===== src/rtl/pagebuf_pkg.sv =====
package pagebuf_pkg;

    localparam logic [7:0] OPC_CMP_B1  = 8'h60;
    localparam logic [7:0] OPC_CMP_B2  = 8'h61;
    localparam logic [7:0] OPC_RWR_B1  = 8'h58;
    localparam logic [7:0] OPC_RWR_B2  = 8'h59;
    localparam logic [7:0] OPC_STATUS  = 8'hD7;
    localparam int         CMD_BITS    = 32;

    typedef enum logic [1:0] {
        OP_NONE,
        OP_CMP,
        OP_RWR
    } op_kind_t;

    typedef struct packed {
        op_kind_t    kind;
        logic        bsel;      // 0: buffer 1, 1: buffer 2
        logic        std_size;  // 1: standard page length
        logic [11:0] page;
    } cmd_t;

    // Power-up content of page p, byte i
    function automatic logic [7:0] page_seed(input int p, input int i);
        int v;
        v = (p * 37 + i * 11 + 3) % 256;
        return v[7:0];
    endfunction

endpackage


===== src/rtl/pagebuf_spi_front.sv =====
module pagebuf_spi_front
    import pagebuf_pkg::*;
(
    input  logic       clk,
    input  logic       rst_n,
    input  logic       spi_sck,
    input  logic       spi_cs_n,
    input  logic       spi_si,
    input  logic       size_bin,
    input  logic [7:0] status_in,
    input  logic       busy,
    output logic       cmd_valid,
    output cmd_t       cmd_q,
    output logic       spi_so
);

    localparam int CNT_W = $clog2(CMD_BITS) + 2;
    localparam logic [CNT_W-1:0] CNT_MAX  = '1;
    localparam logic [CNT_W-1:0] CNT_FULL = CNT_W'(CMD_BITS);

    logic [2:0] sck_s, cs_s;
    logic [1:0] si_s;
    logic       sck_rise, cs_rise, cs_hi, si_v;

    logic [CMD_BITS-1:0] shreg;
    logic [CNT_W-1:0]    bit_cnt;
    logic                rd_active;
    logic [7:0]          out_sh;
    logic [2:0]          out_cnt;

    logic [7:0]  opcode;
    logic [23:0] addr;
    logic [11:0] page_sel;
    op_kind_t    kind;
    logic        launch;
    logic        unused_addr;

    // Synchronisers
    always_ff @(posedge clk or negedge rst_n) begin
        if (!rst_n) begin
            sck_s <= '0;
            cs_s  <= 3'b111;
            si_s  <= '0;
        end else begin
            sck_s <= {sck_s[1:0], spi_sck};
            cs_s  <= {cs_s[1:0], spi_cs_n};
            si_s  <= {si_s[0], spi_si};
        end
    end

    assign sck_rise = sck_s[1] & ~sck_s[2];
    assign cs_rise  = cs_s[1] & ~cs_s[2];
    assign cs_hi    = cs_s[1];
    assign si_v     = si_s[1];

    // Command shift register and bit counter
    always_ff @(posedge clk or negedge rst_n) begin
        if (!rst_n) begin
            shreg   <= '0;
            bit_cnt <= '0;
        end else if (cs_hi) begin
            bit_cnt <= '0;
        end else if (sck_rise) begin
            shreg <= {shreg[CMD_BITS-2:0], si_v};
            if (bit_cnt != CNT_MAX)
                bit_cnt <= bit_cnt + CNT_W'(1);
        end
    end

    // Status byte output, shifted after each rising SCK
    always_ff @(posedge clk or negedge rst_n) begin
        if (!rst_n) begin
            rd_active <= 1'b0;
            out_sh    <= '0;
            out_cnt   <= '0;
        end else if (cs_hi) begin
            rd_active <= 1'b0;
        end else if (sck_rise) begin
            if (bit_cnt == CNT_W'(7) && {shreg[6:0], si_v} == OPC_STATUS) begin
                rd_active <= 1'b1;
                out_sh    <= status_in;
                out_cnt   <= '0;
            end else if (rd_active) begin
                out_sh  <= (out_cnt == 3'd7) ? status_in : {out_sh[6:0], 1'b0};
                out_cnt <= out_cnt + 3'd1;
            end
        end
    end

    assign spi_so = rd_active & out_sh[7];

    // Decode at chip-select release
    assign opcode      = shreg[31:24];
    assign addr        = shreg[23:0];
    assign page_sel    = size_bin ? addr[20:9] : addr[21:10];
    assign unused_addr = ^{addr[23:22], addr[8:0]};

    always_comb begin
        case (opcode)
            OPC_CMP_B1, OPC_CMP_B2: kind = OP_CMP;
            OPC_RWR_B1, OPC_RWR_B2: kind = OP_RWR;
            default:                kind = OP_NONE;
        endcase
    end

    assign launch = cs_rise && (bit_cnt == CNT_FULL) && (kind != OP_NONE) && !busy;

    always_ff @(posedge clk or negedge rst_n) begin
        if (!rst_n) begin
            cmd_valid <= 1'b0;
            cmd_q     <= '{kind: OP_NONE, bsel: 1'b0, std_size: 1'b1, page: '0};
        end else begin
            cmd_valid <= launch;
            if (launch)
                cmd_q <= '{kind: kind, bsel: opcode[0], std_size: ~size_bin, page: page_sel};
        end
    end

    // a launch pulse only follows a chip-select release
    a_r7_launch_on_cs_rise: assert property (@(posedge clk) disable iff (!rst_n)
        cmd_valid |-> $past(cs_rise));

    // serial output moves only after a rising SCK or a deselect
    a_r10_so_moves_after_edge: assert property (@(posedge clk) disable iff (!rst_n)
        !$stable(spi_so) |-> $past(sck_rise || cs_hi));

endmodule


===== src/rtl/pagebuf_engine.sv =====
module pagebuf_engine
    import pagebuf_pkg::*;
#(
    parameter int PAGES     = 4,
    parameter int BIN_BYTES = 8,
    parameter int STD_BYTES = 9,
    parameter int PROG_WAIT = 64
) (
    input  logic clk,
    input  logic rst_n,
    input  logic start,
    input  cmd_t cmd,
    output logic busy,
    output logic cmp_flag
);

    localparam int PA_W   = (PAGES > 1) ? $clog2(PAGES) : 1;
    localparam int IDX_W  = (STD_BYTES > 1) ? $clog2(STD_BYTES) : 1;
    localparam int WAIT_W = $clog2(PROG_WAIT + 1);
    localparam logic [WAIT_W-1:0] WAIT_LAST = WAIT_W'(PROG_WAIT - 1);

    typedef enum logic [1:0] {
        ST_IDLE,
        ST_CMP,
        ST_XFER,
        ST_PROG
    } state_t;

    state_t state_q, state_d;

    logic [7:0] mem  [PAGES][STD_BYTES];
    logic [7:0] bufs [2][STD_BYTES];

    logic [PA_W-1:0]   pg_q;
    logic              bsel_q;
    logic [IDX_W-1:0]  idx_q, last_q;
    logic [WAIT_W-1:0] wait_q;
    logic              miss_q, cmp_flag_q;
    logic              at_last, wait_done, byte_diff;
    logic [7:0]        mem_byte, buf_byte;
    logic              unused_page;

    assign unused_page = ^cmd.page;
    assign mem_byte    = mem[pg_q][idx_q];
    assign buf_byte    = bufs[bsel_q][idx_q];
    assign byte_diff   = (mem_byte != buf_byte);
    assign at_last     = (idx_q == last_q);
    assign wait_done   = (wait_q == WAIT_LAST);

    // Next state
    always_comb begin
        state_d = state_q;
        unique case (state_q)
            ST_IDLE: if (start) state_d = (cmd.kind == OP_CMP) ? ST_CMP : ST_XFER;
            ST_CMP:  if (at_last) state_d = ST_IDLE;
            ST_XFER: if (at_last) state_d = ST_PROG;
            ST_PROG: if (at_last && wait_done) state_d = ST_IDLE;
        endcase
    end

    // State register
    always_ff @(posedge clk or negedge rst_n) begin
        if (!rst_n) state_q <= ST_IDLE;
        else        state_q <= state_d;
    end

    // Datapath and arrays
    always_ff @(posedge clk or negedge rst_n) begin
        if (!rst_n) begin
            pg_q       <= '0;
            bsel_q     <= 1'b0;
            idx_q      <= '0;
            last_q     <= '0;
            wait_q     <= '0;
            miss_q     <= 1'b0;
            cmp_flag_q <= 1'b0;
            for (int p = 0; p < PAGES; p++)
                for (int i = 0; i < STD_BYTES; i++)
                    mem[p][i] <= page_seed(p, i);
            for (int i = 0; i < STD_BYTES; i++) begin
                bufs[0][i] <= (i < BIN_BYTES) ? page_seed(0, i) : ~page_seed(0, i);
                bufs[1][i] <= page_seed(1, i);
            end
        end else begin
            unique case (state_q)
                ST_IDLE: begin
                    if (start) begin
                        pg_q   <= cmd.page[PA_W-1:0];
                        bsel_q <= cmd.bsel;
                        last_q <= cmd.std_size ? IDX_W'(STD_BYTES - 1) : IDX_W'(BIN_BYTES - 1);
                        idx_q  <= '0;
                        wait_q <= '0;
                        miss_q <= 1'b0;
                    end
                end
                ST_CMP: begin
                    miss_q <= miss_q | byte_diff;
                    idx_q  <= idx_q + IDX_W'(1);
                    if (at_last)
                        cmp_flag_q <= miss_q | byte_diff;
                end
                ST_XFER: begin
                    bufs[bsel_q][idx_q] <= mem_byte;
                    idx_q <= at_last ? '0 : idx_q + IDX_W'(1);
                end
                ST_PROG: begin
                    if (wait_done) begin
                        wait_q <= '0;
                        mem[pg_q][idx_q] <= buf_byte;
                        idx_q <= idx_q + IDX_W'(1);
                    end else begin
                        wait_q <= wait_q + WAIT_W'(1);
                    end
                end
            endcase
        end
    end

    // Outputs
    assign busy     = (state_q != ST_IDLE);
    assign cmp_flag = cmp_flag_q;

    // the decoder never launches into a running operation
    a_r9_start_only_when_idle: assert property (@(posedge clk) disable iff (!rst_n)
        start |-> (state_q == ST_IDLE));

    // the program phase is only entered from the copy phase
    a_r6_prog_after_copy: assert property (@(posedge clk) disable iff (!rst_n)
        (state_q == ST_PROG && $past(state_q) != ST_PROG) |-> $past(state_q) == ST_XFER);

    // the compare result only moves as a compare ends
    a_r2_flag_stable_idle: assert property (@(posedge clk) disable iff (!rst_n)
        (state_q == ST_IDLE && $past(state_q) == ST_IDLE) |-> $stable(cmp_flag_q));

    // the byte index never runs past the page length
    a_r5_index_in_page: assert property (@(posedge clk) disable iff (!rst_n)
        (state_q == ST_CMP || state_q == ST_XFER) |-> (idx_q <= last_q));

endmodule


===== src/rtl/pagebuf_cmd_engine.sv =====
module pagebuf_cmd_engine
    import pagebuf_pkg::*;
#(
    parameter int PAGES     = 4,
    parameter int BIN_BYTES = 8,
    parameter int STD_BYTES = 9,
    parameter int PROG_WAIT = 64
) (
    input  logic clk,
    input  logic rst_n,
    input  logic spi_sck,
    input  logic spi_cs_n,
    input  logic spi_si,
    output logic spi_so,
    input  logic size_bin,
    output logic rdy_busy_n
);

    logic       busy, cmp_flag, cmd_valid;
    cmd_t       cmd;
    logic [7:0] status;

    assign status     = {~busy, cmp_flag, 6'b0};
    assign rdy_busy_n = ~busy;

    pagebuf_spi_front u_front (
        .clk       (clk),
        .rst_n     (rst_n),
        .spi_sck   (spi_sck),
        .spi_cs_n  (spi_cs_n),
        .spi_si    (spi_si),
        .size_bin  (size_bin),
        .status_in (status),
        .busy      (busy),
        .cmd_valid (cmd_valid),
        .cmd_q     (cmd),
        .spi_so    (spi_so)
    );

    pagebuf_engine #(
        .PAGES     (PAGES),
        .BIN_BYTES (BIN_BYTES),
        .STD_BYTES (STD_BYTES),
        .PROG_WAIT (PROG_WAIT)
    ) u_engine (
        .clk      (clk),
        .rst_n    (rst_n),
        .start    (cmd_valid),
        .cmd      (cmd),
        .busy     (busy),
        .cmp_flag (cmp_flag)
    );

endmodule


===== config.mk =====
export PLATFORM = sky130hd
export DESIGN_NAME = pagebuf_cmd_engine
export DESIGN_NICKNAME = d
export VERILOG_FILES = /design/src/rtl/pagebuf_pkg.sv /design/src/rtl/pagebuf_spi_front.sv /design/src/rtl/pagebuf_engine.sv /design/src/rtl/pagebuf_cmd_engine.sv
export SDC_FILE = /design/constraint.sdc
export NUM_CORES = 1
export LEC_CHECK = 0
export BUFFER_PORTS_ARGS = -buffer_cell sky130_fd_sc_hd__buf_2
export CORE_ASPECT_RATIO = 1.25
export CORE_MARGIN = 3
export CORE_UTILIZATION = 64
export CTS_BUF_LIST = sky130_fd_sc_hd__clkbuf_4 sky130_fd_sc_hd__clkbuf_8 sky130_fd_sc_hd__clkbuf_16
export DETAILED_ROUTE_END_ITERATION = 16
export HOLD_SLACK_MARGIN = 0.05
export PLACE_DENSITY = 0.83
export SYNTH_ARGS = -nofsm -noshare
export SYNTH_HDL_FRONTEND = slang
export SYNTH_HIERARCHICAL = 1
export SYNTH_SLANG_ARGS = --single-unit
export TNS_END_PERCENT = 10

===== constraint.sdc =====
create_clock -name clk -period 3.6 [get_ports clk]
set_input_delay 0.18 -clock clk [delete_from_list [all_inputs] [get_ports clk]]
set_output_delay 0.18 -clock clk [all_outputs]
set_load 0.01 [all_outputs]

**After elaboration in Yosys (flattened, before gate mapping)**

Index checks and enable logic that the tools add are counted.

- Register bits: 520
- Bits of input ports: 6
- Output and inout port bits: 2
- Logic and storage cells: 198

- Add/sub/neg operators: 4
- $lt $le $gt $ge: 6
- Eq/ne operators: 21
- Multiplexer cells: 49
- Bitwise gates (word level): 12
- Reductions and logical operators: 31

Operators with widths:

| kind | number |
|---|---|
| $mux 72 | 7 |
| $bwmux 288 | 1 |
| $bmux 72 s2 | 1 |
| $bwmux 144 | 1 |
| $demux 72 s2 | 1 |
| $demux 72 s1 | 1 |
| $bmux 8 s4 | 2 |
| $mux 8 | 8 |
| $mux 7 | 5 |
| $demux 8 s4 | 1 |
| $eq 8x7->1 const B | 4 |
| $reduce_and 2->1 | 9 |
| $mux 4 | 4 |
| $pmux 4 s4 | 1 |
| $reduce_bool 2->1 | 8 |
| $add 7x1->7 const B | 2 |
| $eq 7x6->1 const B | 2 |
| $pmux 7 s2 | 1 |
| $mux 2 | 6 |
| $eq 8x8->1 const B | 1 |
| $logic_and 1x1->1 | 8 |
| $ne 2x1->1 const B | 4 |
| $ne 8x8->1 | 1 |
| $pmux 2 s4 | 1 |
| other kinds (30) | 43 |

**Longest topological paths before layout**

- Depth after elaboration: 10
- Depth in mapped cells: 12
- Gate-level depth less buffers: 9

**Cells and area by module**

The synthesis kept the hierarchy.

Modules (own cells, without submodules):

| module | times used | cells each | area an instance (um^2) | sequential area each (um^2) |
|---|---|---|---|---|
| pagebuf_engine | 1 | 1799 | 20711.1 | 11558.6 |
| pagebuf_spi_front | 1 | 299 | 3271.9 | 1906.8 |
| pagebuf_cmd_engine | 1 | 2 | 7.5 | 0.0 |

**Least setup slack after synthesis**

Ideal clock, no wire load.

- Path type: register to register
- Start point: register u_engine.idx_q[0]
- End point: register u_engine/bufs[0] (netlist name)
- Setup time: 125 ps
- Arrival: 2488 ps
- Required time: 3475 ps
- Path slack: 988 ps
- Cell stages (with the launch flop): 10
- Buffers on the path: 4
- Period minus slack after synthesis: 2612 ps
- Cells stage by stage: dfrtp_1 buf_2 buf_2 inv_1 buf_2 ha_1 clkbuf_1 nand3b_1 nor2_1 mux2_2

- Word-level cells in the longest chain between the ends: 8
- Elaborated cells on any way between the ends: 12
- Those cells by class: order compare (2); mux (8); bitwise (1); reduce/logical (1)

Ends and longest elaborated chain:

| what | line | RTL |
|---|---|---|
| start: declaration | pagebuf_engine.sv:36 | `logic [IDX_W-1:0] idx_q, last_q;` |
| start signal: assignment | pagebuf_engine.sv:98 | `idx_q <= idx_q + IDX_W'(1);` |
| start signal: assignment | pagebuf_engine.sv:104 | `idx_q <= at_last ? '0 : idx_q + IDX_W'(1);` |
| start signal: assignment | pagebuf_engine.sv:110 | `idx_q <= idx_q + IDX_W'(1);` |
| $not 4->5 (implied by the code) (*) | pagebuf_engine.sv:44, pagebuf_engine.sv:103 |  |
| $ge 5x5->1 (implied by the code) / $lt 5x1->1 (equally long branches) | pagebuf_engine.sv:103 | `bufs[bsel_q][idx_q] <= mem_byte;` |
| $logic_and 1x1->1 (implied by the code) | pagebuf_engine.sv:103 |  |
| $mux 8 (implied by the code) | pagebuf_engine.sv:103 |  |
| $demux 8 s4 | pagebuf_engine.sv:103 |  |
| $mux 72 (implied by the code) | pagebuf_engine.sv:103 |  |
| $demux 72 s1 | pagebuf_engine.sv:103 |  |
| $bwmux 144 (*) | pagebuf_engine.sv:103 |  |
| end signal: indexed assignment | pagebuf_engine.sv:81 | `bufs[0][i] <= (i < BIN_BYTES) ? page_seed(0, i) : ~page_seed(0, i);` |
| end signal: indexed assignment | pagebuf_engine.sv:82 | `bufs[1][i] <= page_seed(1, i);` |
| end signal: indexed assignment | pagebuf_engine.sv:103 |  |
| end: declaration | pagebuf_engine.sv:32 | `logic [7:0] bufs [2][STD_BYTES];` |

Every way passes the cells marked *; elsewhere a longest branch is shown, timed or not. The select of a mux whose other input is x is not followed.
A chain may end at the register's enable or synchronous reset.

**Final worst setup path**

- Start point: register u_engine.pg_q[0]
- End point: register u_engine.cmp_flag_q, in the netlist u_engine/cmp_flag

- Word-level cells in the longest chain between the ends: 9

Ends and longest elaborated chain:

| what | line | RTL |
|---|---|---|
| start: declaration | pagebuf_engine.sv:34 | `logic [PA_W-1:0] pg_q;` |
| start signal: assignment | pagebuf_engine.sv:88 | `pg_q <= cmd.page[PA_W-1:0];` |
| $not 2->3 (implied by the code) | pagebuf_engine.sv:44 | `assign mem_byte = mem[pg_q][idx_q];` |
| $bmux 72 s2 | pagebuf_engine.sv:44 |  |
| $mux 72 (implied by the code) (2 in a row) | pagebuf_engine.sv:44 |  |
| $bmux 8 s4 | pagebuf_engine.sv:44 |  |
| $mux 8 (implied by the code) (2 in a row) | pagebuf_engine.sv:44 |  |
| $ne 8x8->1 | pagebuf_engine.sv:46 | `assign byte_diff = (mem_byte != buf_byte);` |
| $or 1x1->1 | pagebuf_engine.sv:100 | `cmp_flag_q <= miss_q \| byte_diff;` |
| end signal: assignment | pagebuf_engine.sv:100 |  |
| end: declaration | pagebuf_engine.sv:38 | `logic miss_q, cmp_flag_q;` |

No other way between the ends. The select of a mux whose other input is x is not followed.

==> metrics.md <==
| Metric | Value |
|---|---|
| Status | `completed` |
| Max-slew violations | `0` |
| Final Hold Viols | `0` |
| CTS Buffer Depth | `3` |
| Critical path arrival | `3610 ps` |
| Final Wtd Congestion | `0.972` |
| CTS tree | `done` |
| Insertion delay to the later sink of the worst-skew pair | `590 ps` |
| CTS Sinks | `518` |
| Lkg Pwr | `11.1 nW` |
| Setup TNS | `0 ps` |
| Max VDD drop | `0.430 mV` |
| Via count | `16.6k` |
| Largest net degree at the start of global routing | `102` |
| Setup bufs post-CTS | `0` |
| Hold WC Path Type | `in -> async` |
| Antenna violations before repair | `1` |
| DIE WIDTH | `177 um` |
| CP required | `4060 ps` |
| Root buf cell | `clkbuf_16` |
| Placement row count | `77` |
| Max-Cap Viols | `0` |
| WL met2 | `29700 um` |
| Worst reg-to-reg setup slack | `440 ps` |
| Post-Syn Instances | `2070` |
| CP Capture Type | `flop` |
| Drt drc | `0` |
| Final Skew | `17.0 ps` |
| Metal3 WL | `3880 um` |
| Total track usage | `31.3%` |
| Overall routed net length | `59500 um` |
| WHS | `238 ps` |
| DRT iter0 DRCs | `1777` |
| Antenna Diode Count | `0` |
| CP startpoint kind | `flop` |
| First-pass GRT wire length | `94700 um` |
| Area delta synth->final | `10.7%` |
| Setup Viol. Count Final | `0` |
| Reg2Reg Depth | `8` |
| Die height | `220 um` |
| R2R Path End | `u_engine/cmp_flag$_DFFE_PN0P_` |
| RSZ-0062 raised after global routing | `false` |
| Drt first pass iters | `5` |
| Gr ovfl total | `0` |
| Post-cts resize count | `0` |
| Crit path kind | `reg -> reg` |
| CORE AREA | `35800 um^2` |
| Met1 wire length | `22100 um` |
| Die footprint | `39100 um^2` |
| CP max FO | `32` |
| FILL cells | `2311` |
| Slew headroom | `47.8%` |
| Worst Tran Pin Value | `781 ps` |
| Port bufs | `7` |
| Fmax | `317 MHz` |
| Fin crit share | `87.7%` |
| Initial Util | `65.6%` |
| Syn avg cell area | `11.4 um^2` |
| Ys Warns | `6` |
| Ports | `8` |
| Post-DR vias/cell | `6.36` |
| Power Density | `442 nW/um^2` |
| Max Used Layer | `met5` |
| Nets | `2107` |
| Share of cells above drive strength 1 | `30.0%` |
| Tmin final | `3160 ps` |
| CTS clk-pin slew, worst paths | `60 ps` |
| Vias in the first global route | `17.3k` |
| R2R Path Start | `u_engine/pg_q[0]$_DFFE_PN0P_` |
| WL/cell | `22.8 um` |
| # H-tree levels | `2` |
| HPWL Detailed | `39100 um` |
| Antenna-violating nets left | `0` |
| Number of buffers created by CTS | `50` |
| Area of the mapped netlist | `23500 um^2` |
## what timing repair did
| action | 4_1_cts | 5_1_grt |
|---|---|---|
| hold buffers | 5 | 0 |
| hold endpoints to repair | 54 | 0 |
| setup endpoints to repair | 0 | 0 |
## worst max-delay path by stage
| stage | from | to | slack [ps] |
|---|---|---|---|
| 3_5_place_dp | u_engine/pg_q[0]$_DFFE_PN0P_ | u_engine/cmp_flag$_DFFE_PN0P_ | 470 |
| 6_report | u_engine/pg_q[0]$_DFFE_PN0P_ | u_engine/cmp_flag$_DFFE_PN0P_ | 440 |
| 3_3_place_gp | u_engine/pg_q[0]$_DFFE_PN0P_ | u_engine/cmp_flag$_DFFE_PN0P_ | 480 |
| 5_1_grt | u_engine/pg_q[0]$_DFFE_PN0P_ | u_engine/miss_q$_DFFE_PN0P_ | 240 |
| 4_1_cts | u_engine/pg_q[0]$_DFFE_PN0P_ | u_engine/cmp_flag$_DFFE_PN0P_ | 470 |
| 2_1_floorplan | u_engine/idx_q[0]$_DFFE_PN0P_ | u_engine/bufs[0]$_DFFE_PN0P_ | 990 |
## registers in the layout, indices dropped and copies added, names as in the netlist, 3 cells and up
register / count
u_front/out_cnt: 3
u_engine/mem: 288
u_front/cmd_q: 6
u_front/sck_s: 3
u_engine/wait_q: 7
u_front/cs_s: 3
u_front/bit_cnt: 7
u_engine/bufs: 144
u_front/shreg: 32
u_front/out_sh: 8
u_engine/idx_q: 4
## cells in the final DEF, fill, tap and decap left out, types with 7 or more instances in the layout
master / count
mux2i_1: 69
a31oi_1: 10
o21ai_0: 173
mux2_2: 120
buf_4: 91
dfstp_2: 202
buf_12: 7
clkinv_2: 10
clkbuf_8: 8
dfrtp_1: 312
nor3_1: 9
clkbuf_4: 13
inv_1: 21
nor2_1: 220
a222oi_1: 7
a21oi_1: 181
clkbuf_16: 51
ha_1: 9
nand3_1: 31
nand2_1: 321
nor2b_1: 9
a22oi_1: 17
o22ai_1: 10
nand2b_1: 11
mux4_2: 80
xor2_1: 8
## power breakdown
part / leakage, nW / internal (mW) / switching, mW
registers: 6.45 / 5.86 / 0.0221
clock network: 0.861 / 3.18 / 2.27
logic: 3.80 / 0.0352 / 0.139
## routing by layer
metal / GRT usage, % / vias to the layer above
li1: - / 7270
met1: 38.9 / 8393
met2: 52.7 / 702
met3: 4.98 / 212
met4: 17.6 / 4
met5: 0 / -
## worst max-delay path: stages, from the launching register on
cell	delay [ps]
dfrtp_4	850
buf_4	300
mux4_2	520
mux2i_1	250
nor2_1	80
a2111o_1	410
xnor2_1	170
nor4_2	320
a31oi_1	120
## cell type report
| class | instances | area (um^2) | share of cell area, % |
|---|---|---|---|
| Inverter | 22 | 82.6 | 0.317 |
| Timing Repair Buffer | 110 | 918 | 3.53 |
| Tap cell | 474 | 593 | 2.28 |
| Clock buffer | 72 | 1480 | 5.70 |
| Multi-Input combinational cell | 1390 | 9490 | 36.5 |
| Sequential cell | 518 | 13200 | 50.8 |
| Clock inverter | 22 | 245 | 0.942 |
## per-stage QoR
stage / worst slack (ps) / instance area, um^2 / total power [mW] / cells / utilization (%)
floorplan: 988 / 23500 / 6.02 / 2075 / -
global placement: 479 / 24300 / 6.15 / 2509 / 67.7
detailed placement: 470 / 24300 / 6.16 / 2509 / 67.7
CTS: 471 / 26000 / 11.6 / 2608 / 72.7
global route: 239 / 26000 / 11.8 / 2608 / 72.7
finish: 443 / 26000 / 11.5 / 2608 / 72.7
(Power assumes the default switching activity.)
